[src/rtl/fxu_flag_pkg.sv]
package fxu_flag_pkg;
  typedef struct packed {
    logic ca;
    logic ca32;
    logic ov;
    logic ov32;
    logic so;
  } fx_flags_t;
endpackage

[src/rtl/fxu_carry_calc.sv]
module fxu_carry_calc #(
  parameter int W  = 64,
  parameter int LW = 32
) (
  input  logic [W-1:0] a,
  input  logic [W-1:0] b,
  input  logic         b_on,
  input  logic [W-1:0] res,
  input  logic         is_add,
  output logic         ca,
  output logic         ca32
);
  logic a_gt, b_gt, a_gt_lo, b_gt_lo;

  always_comb begin
    a_gt    = a > res;
    b_gt    = b_on && (b > res);
    a_gt_lo = a[LW-1:0] > res[LW-1:0];
    b_gt_lo = b_on && (b[LW-1:0] > res[LW-1:0]);
    ca      = a_gt | b_gt;
    if (is_add) ca32 = res[LW] ^ a[LW] ^ (b_on & b[LW]);
    else        ca32 = a_gt_lo | b_gt_lo;
  end
endmodule

[src/rtl/fxu_ovf_calc.sv]
module fxu_ovf_calc #(
  parameter int W  = 64,
  parameter int LW = 32
) (
  input  logic [W-1:0] a,
  input  logic [W-1:0] b,
  input  logic [W-1:0] res,
  output logic         ov,
  output logic         ov32
);
  always_comb begin
    ov   = (a[W-1] == b[W-1]) && (res[W-1] != a[W-1]);
    ov32 = (a[LW-1] == b[LW-1]) && (res[LW-1] != a[LW-1]);
  end
endmodule

[src/rtl/fxu_cond_calc.sv]
module fxu_cond_calc #(
  parameter int W = 64
) (
  input  logic [W-1:0] res,
  input  logic         so_in,
  output logic [3:0]   field
);
  logic neg, zer;

  always_comb begin
    neg   = res[W-1];
    zer   = (res == '0);
    field = {neg, !neg && !zer, zer, so_in};
  end
endmodule

[src/rtl/fxu_flag_unit.sv]
module fxu_flag_unit
  import fxu_flag_pkg::*;
#(
  parameter int XLEN    = 64,
  parameter int HALF_W  = 32,
  parameter int NUM_FLD = 8,
  localparam int SEL_W  = (NUM_FLD > 1) ? $clog2(NUM_FLD) : 1,
  localparam int CR_W   = 4 * NUM_FLD
) (
  input  logic              clk,
  input  logic              rst,
  input  logic              upd_valid,
  input  logic [XLEN-1:0]   op_a,
  input  logic [XLEN-1:0]   op_b,
  input  logic              b_used,
  input  logic              inv_a,
  input  logic              imm_valid,
  input  logic [XLEN-1:0]   imm_data,
  input  logic [XLEN-1:0]   result,
  input  logic              is_add,
  input  logic              carry_en,
  input  logic              ovf_en,
  input  logic              rec_en,
  input  logic [SEL_W-1:0]  cr_sel,
  input  logic              div_ovf_valid,
  input  logic              div_ovf_bit,
  input  logic [1:0]        carry_skip,
  output logic              ca,
  output logic              ca32,
  output logic              ov,
  output logic              ov32,
  output logic              so,
  output logic [CR_W-1:0]   cr_bits
);
  fx_flags_t flg_q, flg_d;
  logic [XLEN-1:0] opa_eff, opb_eff;
  logic            two_ops;
  logic            ca_c, ca32_c, ov_c, ov32_c;
  logic [3:0]      new_fld;
  logic [CR_W-1:0] cr_q;

  always_comb begin
    opa_eff = inv_a ? ~op_a : op_a;
    opb_eff = imm_valid ? imm_data : op_b;
    two_ops = b_used | imm_valid;
  end

  fxu_carry_calc #(.W(XLEN), .LW(HALF_W)) u_carry (
    .a(opa_eff), .b(opb_eff), .b_on(two_ops), .res(result),
    .is_add(is_add), .ca(ca_c), .ca32(ca32_c)
  );

  fxu_ovf_calc #(.W(XLEN), .LW(HALF_W)) u_ovf (
    .a(opa_eff), .b(opb_eff), .res(result), .ov(ov_c), .ov32(ov32_c)
  );

  always_comb begin
    flg_d = flg_q;
    if (carry_en) begin
      if (!carry_skip[0]) flg_d.ca   = ca_c;
      if (!carry_skip[1]) flg_d.ca32 = ca32_c;
    end
    if (ovf_en) begin
      if (div_ovf_valid) begin
        flg_d.ov   = div_ovf_bit;
        flg_d.ov32 = div_ovf_bit;
        flg_d.so   = flg_q.so | div_ovf_bit;
      end else if (two_ops) begin
        flg_d.ov   = ov_c;
        flg_d.ov32 = ov32_c;
        flg_d.so   = flg_q.so | ov_c;
      end
    end
  end

  fxu_cond_calc #(.W(XLEN)) u_cond (
    .res(result), .so_in(flg_d.so), .field(new_fld)
  );

  always_ff @(posedge clk) begin
    if (rst)            flg_q <= '0;
    else if (upd_valid) flg_q <= flg_d;
  end

  for (genvar k = 0; k < NUM_FLD; k++) begin : g_fld
    always_ff @(posedge clk) begin
      if (rst)
        cr_q[4*k +: 4] <= 4'h0;
      else if (upd_valid && rec_en && (cr_sel == SEL_W'(k)))
        cr_q[4*k +: 4] <= new_fld;
    end
  end

  assign ca      = flg_q.ca;
  assign ca32    = flg_q.ca32;
  assign ov      = flg_q.ov;
  assign ov32    = flg_q.ov32;
  assign so      = flg_q.so;
  assign cr_bits = cr_q;

  AST_RESET_CLEAR: assert property (@(posedge clk) rst |=> (flg_q == '0 && cr_q == '0));
  AST_IDLE_HOLD: assert property (@(posedge clk) disable iff (rst)
    !upd_valid |=> ($stable(flg_q) && $stable(cr_q)));
  AST_SO_STICKY: assert property (@(posedge clk) disable iff (rst) so |=> so);
  AST_DIV_BOTH: assert property (@(posedge clk) disable iff (rst)
    (upd_valid && ovf_en && div_ovf_valid) |=> (ov == ov32));
  AST_CR_QUIET: assert property (@(posedge clk) disable iff (rst)
    (upd_valid && !rec_en) |=> $stable(cr_q));
  AST_CA_SKIP: assert property (@(posedge clk) disable iff (rst)
    (upd_valid && carry_skip[0]) |=> $stable(ca));
  AST_OV_OFF: assert property (@(posedge clk) disable iff (rst)
    (upd_valid && !ovf_en) |=> ($stable(ov) && $stable(ov32) && $stable(so)));
endmodule

[config.mk]
export PLATFORM = sky130hd
export DESIGN_NAME = fxu_flag_unit
export DESIGN_NICKNAME = d
export VERILOG_FILES = /design/src/rtl/fxu_flag_pkg.sv /design/src/rtl/fxu_carry_calc.sv /design/src/rtl/fxu_ovf_calc.sv /design/src/rtl/fxu_cond_calc.sv /design/src/rtl/fxu_flag_unit.sv
export SDC_FILE = /design/constraint.sdc
export NUM_CORES = 1
export LEC_CHECK = 0
export BUFFER_PORTS_ARGS = -buffer_cell sky130_fd_sc_hd__buf_2
export CAP_MARGIN = 25
export CORE_ASPECT_RATIO = 1.2
export CORE_UTILIZATION = 30
export CTS_CLUSTER_SIZE = 10
export DETAILED_ROUTE_END_ITERATION = 6
export PLACE_DENSITY_LB_ADDON = 0.3
export SYNTH_ARGS = -nofsm -noshare
export SYNTH_HDL_FRONTEND = slang
export SYNTH_SLANG_ARGS = --single-unit
[constraint.sdc]
create_clock -name clk -period 3.2 [get_ports clk]
set_input_delay 0.64 -clock clk [delete_from_list [all_inputs] [get_ports clk]]
set_output_delay 0.64 -clock clk [all_outputs]
set_load 0.01 [all_outputs]
==> results of run 1 <==
where the power goes:
group          total (uW)  switching (uW)  leakage [uW]  internal (uW)
combinational         939             489       0.00379            450
sequential            472            4.12      0.000299            468
clock                 571             202     0.0000842            369
total                1980             695       0.00417           1290
cell usage in the layout (no fill, tap or decap), types with 16 or more instances in the layout:
master	synthesis	routed
buf_2	8	308
ha_1	128	128
inv_1	65	65
a21oi_1	65	65
xor2_1	64	64
mux2_2	62	62
nor2_1	48	48
dfxtp_1	37	37
nand2_1	33	33
nand4_1	31	31
o21ai_0	22	22
nor4_1	21	20
nand3_1	19	19
mux2i_1	16	16
logic make-up (layout without fill, tap and decap cells):
logic type,Yosys count,in the layout
AO/OA/AOI/OAI,136,136
XOR/XNOR,67,67
adder cells (fa/ha/maj),128,128
buffers and inverters,87,399
flip-flops,37,37
multiplexers,79,79
other,0,6
AND/OR/NAND/NOR,180,180
final cells by class:
class                      instances  area, um2  area share (%)
multi-input combinational        590       4835           60.15
timing repair buffer             326       1714           21.33
sequential                        37      740.7           9.215
tap                              256      320.3           3.985
inverter                          65      244.0           3.035
clock buffer                       5      125.1           1.557
clock inverter                     3      43.79          0.5448
antenna                            6      15.01          0.1868
worst max-delay path: stages:
cell and delay (ns):
buf_4 0.20, buf_4 0.29, xor2_1 0.20, ha_1 0.27, nand4_1 0.17, nor4_2 0.09, a22o_1 0.21, o41ai_1 0.45
o2111ai_1 0.27, o21ai_0 0.22, a311oi_1 0.10
per-stage QoR:
stage	instances	hold WS [ns]	util, %	instance area (um2)
2_1_floorplan	714	0.4983	-	5909
3_3_place_gp	1274	0.4625	41.20	7854
3_5_place_dp	1274	0.4667	41.20	7854
4_1_cts	1282	0.4787	42.09	8023
5_1_grt	1287	0.5062	42.15	8035
6_report	1288	0.4790	42.17	8038
how the worst max path moves through the flow:
| stage | from | to | slack, ns |
|---|---|---|---|
| after global routing | inv_a | ca$_SDFFE_PP0P_ | 0.05 |
| after global placement | inv_a | ca$_SDFFE_PP0P_ | -0.1 |
| after detailed placement | inv_a | ca$_SDFFE_PP0P_ | -0.09 |
| after CTS | inv_a | ca$_SDFFE_PP0P_ | 0.19 |
| after floorplan | imm_valid | ca32$_SDFFE_PP0P_ | 0.10 |
| final | inv_a | ca$_SDFFE_PP0P_ | 0.21 |
sequential cells by signal, indices dropped and copies added (netlist names):
| name | count |
|---|---|
| cr_bits | 32 |
| ov | 1 |
| so | 1 |
| ca32 | 1 |
| ov32 | 1 |
| ca | 1 |
routing by layer:
| metal | part of all wire [%] | vias up |
|---|---|---|
| li1 | - | 3246 |
| met1 | 40 | 2831 |
| met2 | 51 | 211 |
| met3 | 7.4 | 22 |
| met4 | 1.2 | 6 |
| met5 | 0.15 | - |
==> flow_summary.json, run 1 <==
{
  "status": "complete, no violations",
  "rsz0062_at_grt": "false",
  "yosysMostFrequentCell": "ha_1",
  "hold_violations": 0,
  "synth_compound_area_share_pct": 14.10,
  "grt_max_degree": 39,
  "synth_common_cells": "ha_1 (128), a21oi_1 (65), inv_1 (65)",
  "drv_cap": 0,
  "clock-sinks": 37,
  "setup.worst_path.end_class": "flop",
  "start_util_pct": 31.00,
  "clk_latency_ns": 0.28,
  "cts_tree": "yes",
  "tightest_slew_ns": 0.7012,
  "antenna_found_initial": 9,
  "placement.io_buffers": 309,
  "max_freq_mhz": 334.3,
  "synthCells": 714,
  "synthAdderAreaFrac_pct": 27.10,
  "die_area_um2": 20270,
  "die_h_um": 155.7,
  "dp_hpwl_um": 20170,
  "power_density_nw_per_um2": 246.7,
  "hp-start": "cr_bits[29]$_SDFFE_PP0P_",
  "grt-ovfl-total": 0,
  "timing.final.ws_setup_ns": 0.2090,
  "fillers": 2011,
  "cts_buffer_depth": 2,
  "syn2layout_area_growth_pct": 36.02,
  "synth_top_family_by_area": "adder cells",
  "p_total_uw": 1983,
  "track_usage_pct": 21.59,
  "worstPathRequired_ns": 3.33,
  "fin_crit_ns": 2.991,
  "synthTopCellsByArea": "ha_1 (27%), dfxtp_1 (13%), mux2_2 (12%)",
  "ys_ff_latch": 37,
  "path_class": "in2reg",
  "seq_area_frac_synth_pct": 12.53,
  "antenna_left": 0,
  "syn_avg_cell_area_um2": 8.276,
  "r2r_start": "so$_SDFFE_PP0P_",
  "slew_headroom_pct": 53.25,
  "cts_hold_buffers": 0,
  "wire_per_inst_um": 17.43,
  "async_reset_ff_share_pct": 0,
  "cts-htree-levels": 2,
  "clockRootBuffer": "clkbuf_16",
  "rows": 55,
  "place_congestion": 0.8674,
  "cts.clk_slew.worst_paths_ns": 0.06,
  "cts.repair.resized": 0,
  "netlist_area_um2": 5909,
  "synth_cell_types": 48,
  "synth_top_area_cell": "ha_1",
  "fp.coreArea_um2": 19060,
  "post_cts_buffers": 0,
  "arrival_ns": 3.12,
  "grt_use_met3_pct": 5.110,
  "use_met2_pct": 41.16,
  "r2r_slack_ns": 2.03,
  "routed_wl_um": 22450,
  "finalCritPeriodShare_pct": 93.47,
  "grt_pass1_vias": 6358,
  "viasPerCell": 4.904,
  "fin_tns_setup_ns": 0,
  "ir_drop_uv": 236.0,
  "hold_depth": 2,
  "slew_violations": 0,
  "drt_iter0_drc": 182,
  "dpl_worst_slack_ns": -0.08586,
  "dr.pass1.iters": 4,
  "drive_gt1_share_pct": 39.57,
  "synth.top_cell.area_share_pct": 27.10,
  "ff2ff_path_depth": 4,
  "synth-edff-count": 0,
  "grt-busiest-layer": "met2",
  "nets": 1426,
  "rr_endpoint": "cr_bits[0]$_SDFFE_PP0P_",
  "drc": 0,
  "hold_end": "cr_bits[29]$_SDFFE_PP0P_",
  "dieWidth_um": 130.1,
  "synth_warnings": 0,
  "final.setup_skew_ns": 0.003258,
  "worstHoldPathType": "reg2reg",
  "ios": 310,
  "synthXorXnorAreaFrac_pct": 10.06,
  "leakage_uw": 0.004169,
  "start_kind": "input pin",
  "grt_pass1_wl_um": 33200,
  "tritoncts.num_buffers": 5,
  "vias": 6316,
  "yosys.area_share.simple_pct": 15.67,
  "gr-usage-met1_pct": 24.15,
  "synth.net_count": 1115,
  "crit_fanout": 14,
  "setup_viol": 0,
  "synth_mux_area_share_pct": 14.78,
  "yosys_most_used_dff": "dfxtp_1"
}
No activity file was read; power rests on OpenSTA's default activity.
==> inputs of run 2 (changes only) <==
--- a/config.mk
+++ b/config.mk
@@ -12,6 +12,7 @@
 export CTS_CLUSTER_SIZE = 10
 export DETAILED_ROUTE_END_ITERATION = 6
 export PLACE_DENSITY_LB_ADDON = 0.3
+export SLEW_MARGIN = 20
 export SYNTH_ARGS = -nofsm -noshare
 export SYNTH_HDL_FRONTEND = slang
 export SYNTH_SLANG_ARGS = --single-unit
==> constraint.sdc (replaced) <==
create_clock -name clk -period 3.2 [get_ports clk]
set_input_delay 0.16 -clock clk [delete_from_list [all_inputs] [get_ports clk]]
set_output_delay 0.16 -clock clk [all_outputs]
set_load 0.01 [all_outputs]
==> flow_summary.json, run 2 (synthesis gave the netlist of run 1 again) <==
{
  "leakage_uw": 0.004124,
  "hold_depth": 4,
  "hp-start": "carry_skip[1]",
  "final.setup_skew_ns": 0.005061,
  "drc": 0,
  "largest_reg_flops": 32,
  "fin_util_pct": 41.85,
  "rows": 55,
  "cts_tree": "yes",
  "hold_end": "ca32$_SDFFE_PP0P_",
  "max_freq_mhz": 402.8,
  "critPathTopFamily": "compound AO/OA/AOI/OAI gates",
  "tritoncts.num_buffers": 5,
  "grt-ovfl-total": 0,
  "tightest_slew_ns": 0.7058,
  "ff2ff_path_depth": 4,
  "ir_drop_uv": 300.7,
  "cts-htree-levels": 2,
  "clockRootBuffer": "clkbuf_16",
  "path_class": "in2reg",
  "slew_violations": 0,
  "fp.coreArea_um2": 19060,
  "crit_path_max_incr_delay_ns": 0.44,
  "p_total_uw": 1992,
  "dp_hpwl_um": 19820,
  "placement.io_buffers": 309,
  "crit_fanout": 22,
  "final_common_cell": "buf_2",
  "cts.clk_slew.worst_paths_ns": 0.06,
  "viasPerCell": 4.900,
  "hold_violations": 0,
  "routed_wl_um": 22080,
  "fin_tns_setup_ns": 0,
  "setup.worst_path.end_class": "flop",
  "crit_chain": "buf_4 > buf_12 > xor2_1 > ha_1 > a21oi_1 > o21ai_0 > a22o_1 > o41ai_1 > o2111ai_1 > o21ai_0 > a311oi_1",
  "cts.repair.resized": 0,
  "wire_per_inst_um": 17.27,
  "grt_pass1_vias": 6345,
  "power_density_nw_per_um2": 249.7,
  "place_congestion": 0.8888,
  "rsz0062_at_grt": "false",
  "cts_hold_buffers": 0,
  "die_area_um2": 20270,
  "arrival_ns": 2.61,
  "dr.pass1.iters": 4,
  "drt_iter0_drc": 150,
  "syn2layout_area_growth_pct": 35.00,
  "track_usage_pct": 21.39,
  "antenna_found_initial": 9,
  "start_kind": "input pin",
  "fillers": 1999,
  "vias": 6267,
  "clk_latency_ns": 0.28,
  "drive_gt1_share_pct": 39.04,
  "post_cts_buffers": 0,
  "grt_pass1_wl_um": 33000,
  "r2r_slack_ns": 2.05,
  "holdWs_ns": 0.1806,
  "start_util_pct": 31.00,
  "setup_viol": 0,
  "ios": 310,
  "cp_slowest_cell": "o41ai_1",
  "placed_cells": 1265,
  "status": "complete, no violations",
  "nets": 1417,
  "drv_cap": 0,
  "cts_buffer_depth": 2,
  "die_h_um": 155.7,
  "dieWidth_um": 130.1,
  "grt_max_degree": 38,
  "final_cells": 1279,
  "fin_crit_ns": 2.483,
  "cp_common_cell": "o21ai_0",
  "rr_endpoint": "cr_bits[0]$_SDFFE_PP0P_",
  "worstHoldPathType": "in2reg",
  "worstPathRequired_ns": 3.32,
  "clock-sinks": 37,
  "antenna_left": 0,
  "most-common-layout-cells": "buf_2 (308), ha_1 (128), inv_1 (65), a21oi_1 (65), xor2_1 (64)",
  "slew_headroom_pct": 52.94,
  "r2r_start": "so$_SDFFE_PP0P_",
  "cp_num_buf_inv": 2,
  "finalCritPeriodShare_pct": 77.58
}
## run 2: metrics by stage
step,instance area [um2],worst slack [ns]
after global routing,7973,0.5098
after CTS,7963,0.6790
after floorplan,5909,0.5818
after detailed placement,7786,0.3989
after global placement,7786,0.4389
final,7978,0.7173
## run 2: how the worst max path moves through the flow
stage                        endpoint  startpoint  depth (start not counted)  slack [ns]
floorplan           ca32$_SDFFE_PP0P_   imm_valid                         11        0.58
global placement      ca$_SDFFE_PP0P_       inv_a                         11        0.44
detailed placement    ca$_SDFFE_PP0P_       inv_a                         11        0.40
CTS                   ca$_SDFFE_PP0P_       inv_a                         11        0.68
global route        ca32$_SDFFE_PP0P_   imm_valid                         11        0.51
finish                ca$_SDFFE_PP0P_       inv_a                         11        0.72
## run 2: tightest hold or removal path: stages
cell      delay [ns]
buf_2           0.09
a211oi_1        0.04
o31ai_1         0.06
a21oi_1         0.06
## run 2: power by group
group / leakage [uW] / internal (uW) / total (uW) / switching (uW)
clock: 0.0000831 / 389 / 585 / 196
sequential: 0.000299 / 468 / 473 / 4.23
combinational: 0.00374 / 446 / 934 / 488
total: 0.00412 / 1300 / 1990 / 688
## run 2: layout make-up
class	instances	area [um2]	share of cell area (%)
inverters	65	244.0	3.058
diodes	6	15.01	0.1882
well taps	256	320.3	4.015
clock inverters	2	37.54	0.4705
multi-input cells	590	4835	60.60
flip-flops and latches	37	740.7	9.285
clock buffers	6	138.9	1.741
repair buffers	317	1647	20.64
## run 2: routing by layer
metal	up-vias	track usage (%)	share of wire, %
met4	6	3.987	1.5
li1	3225	-	-
met3	30	4.321	6.6
met1	2789	23.98	41
met5	-	0	0.15
met2	217	40.93	51
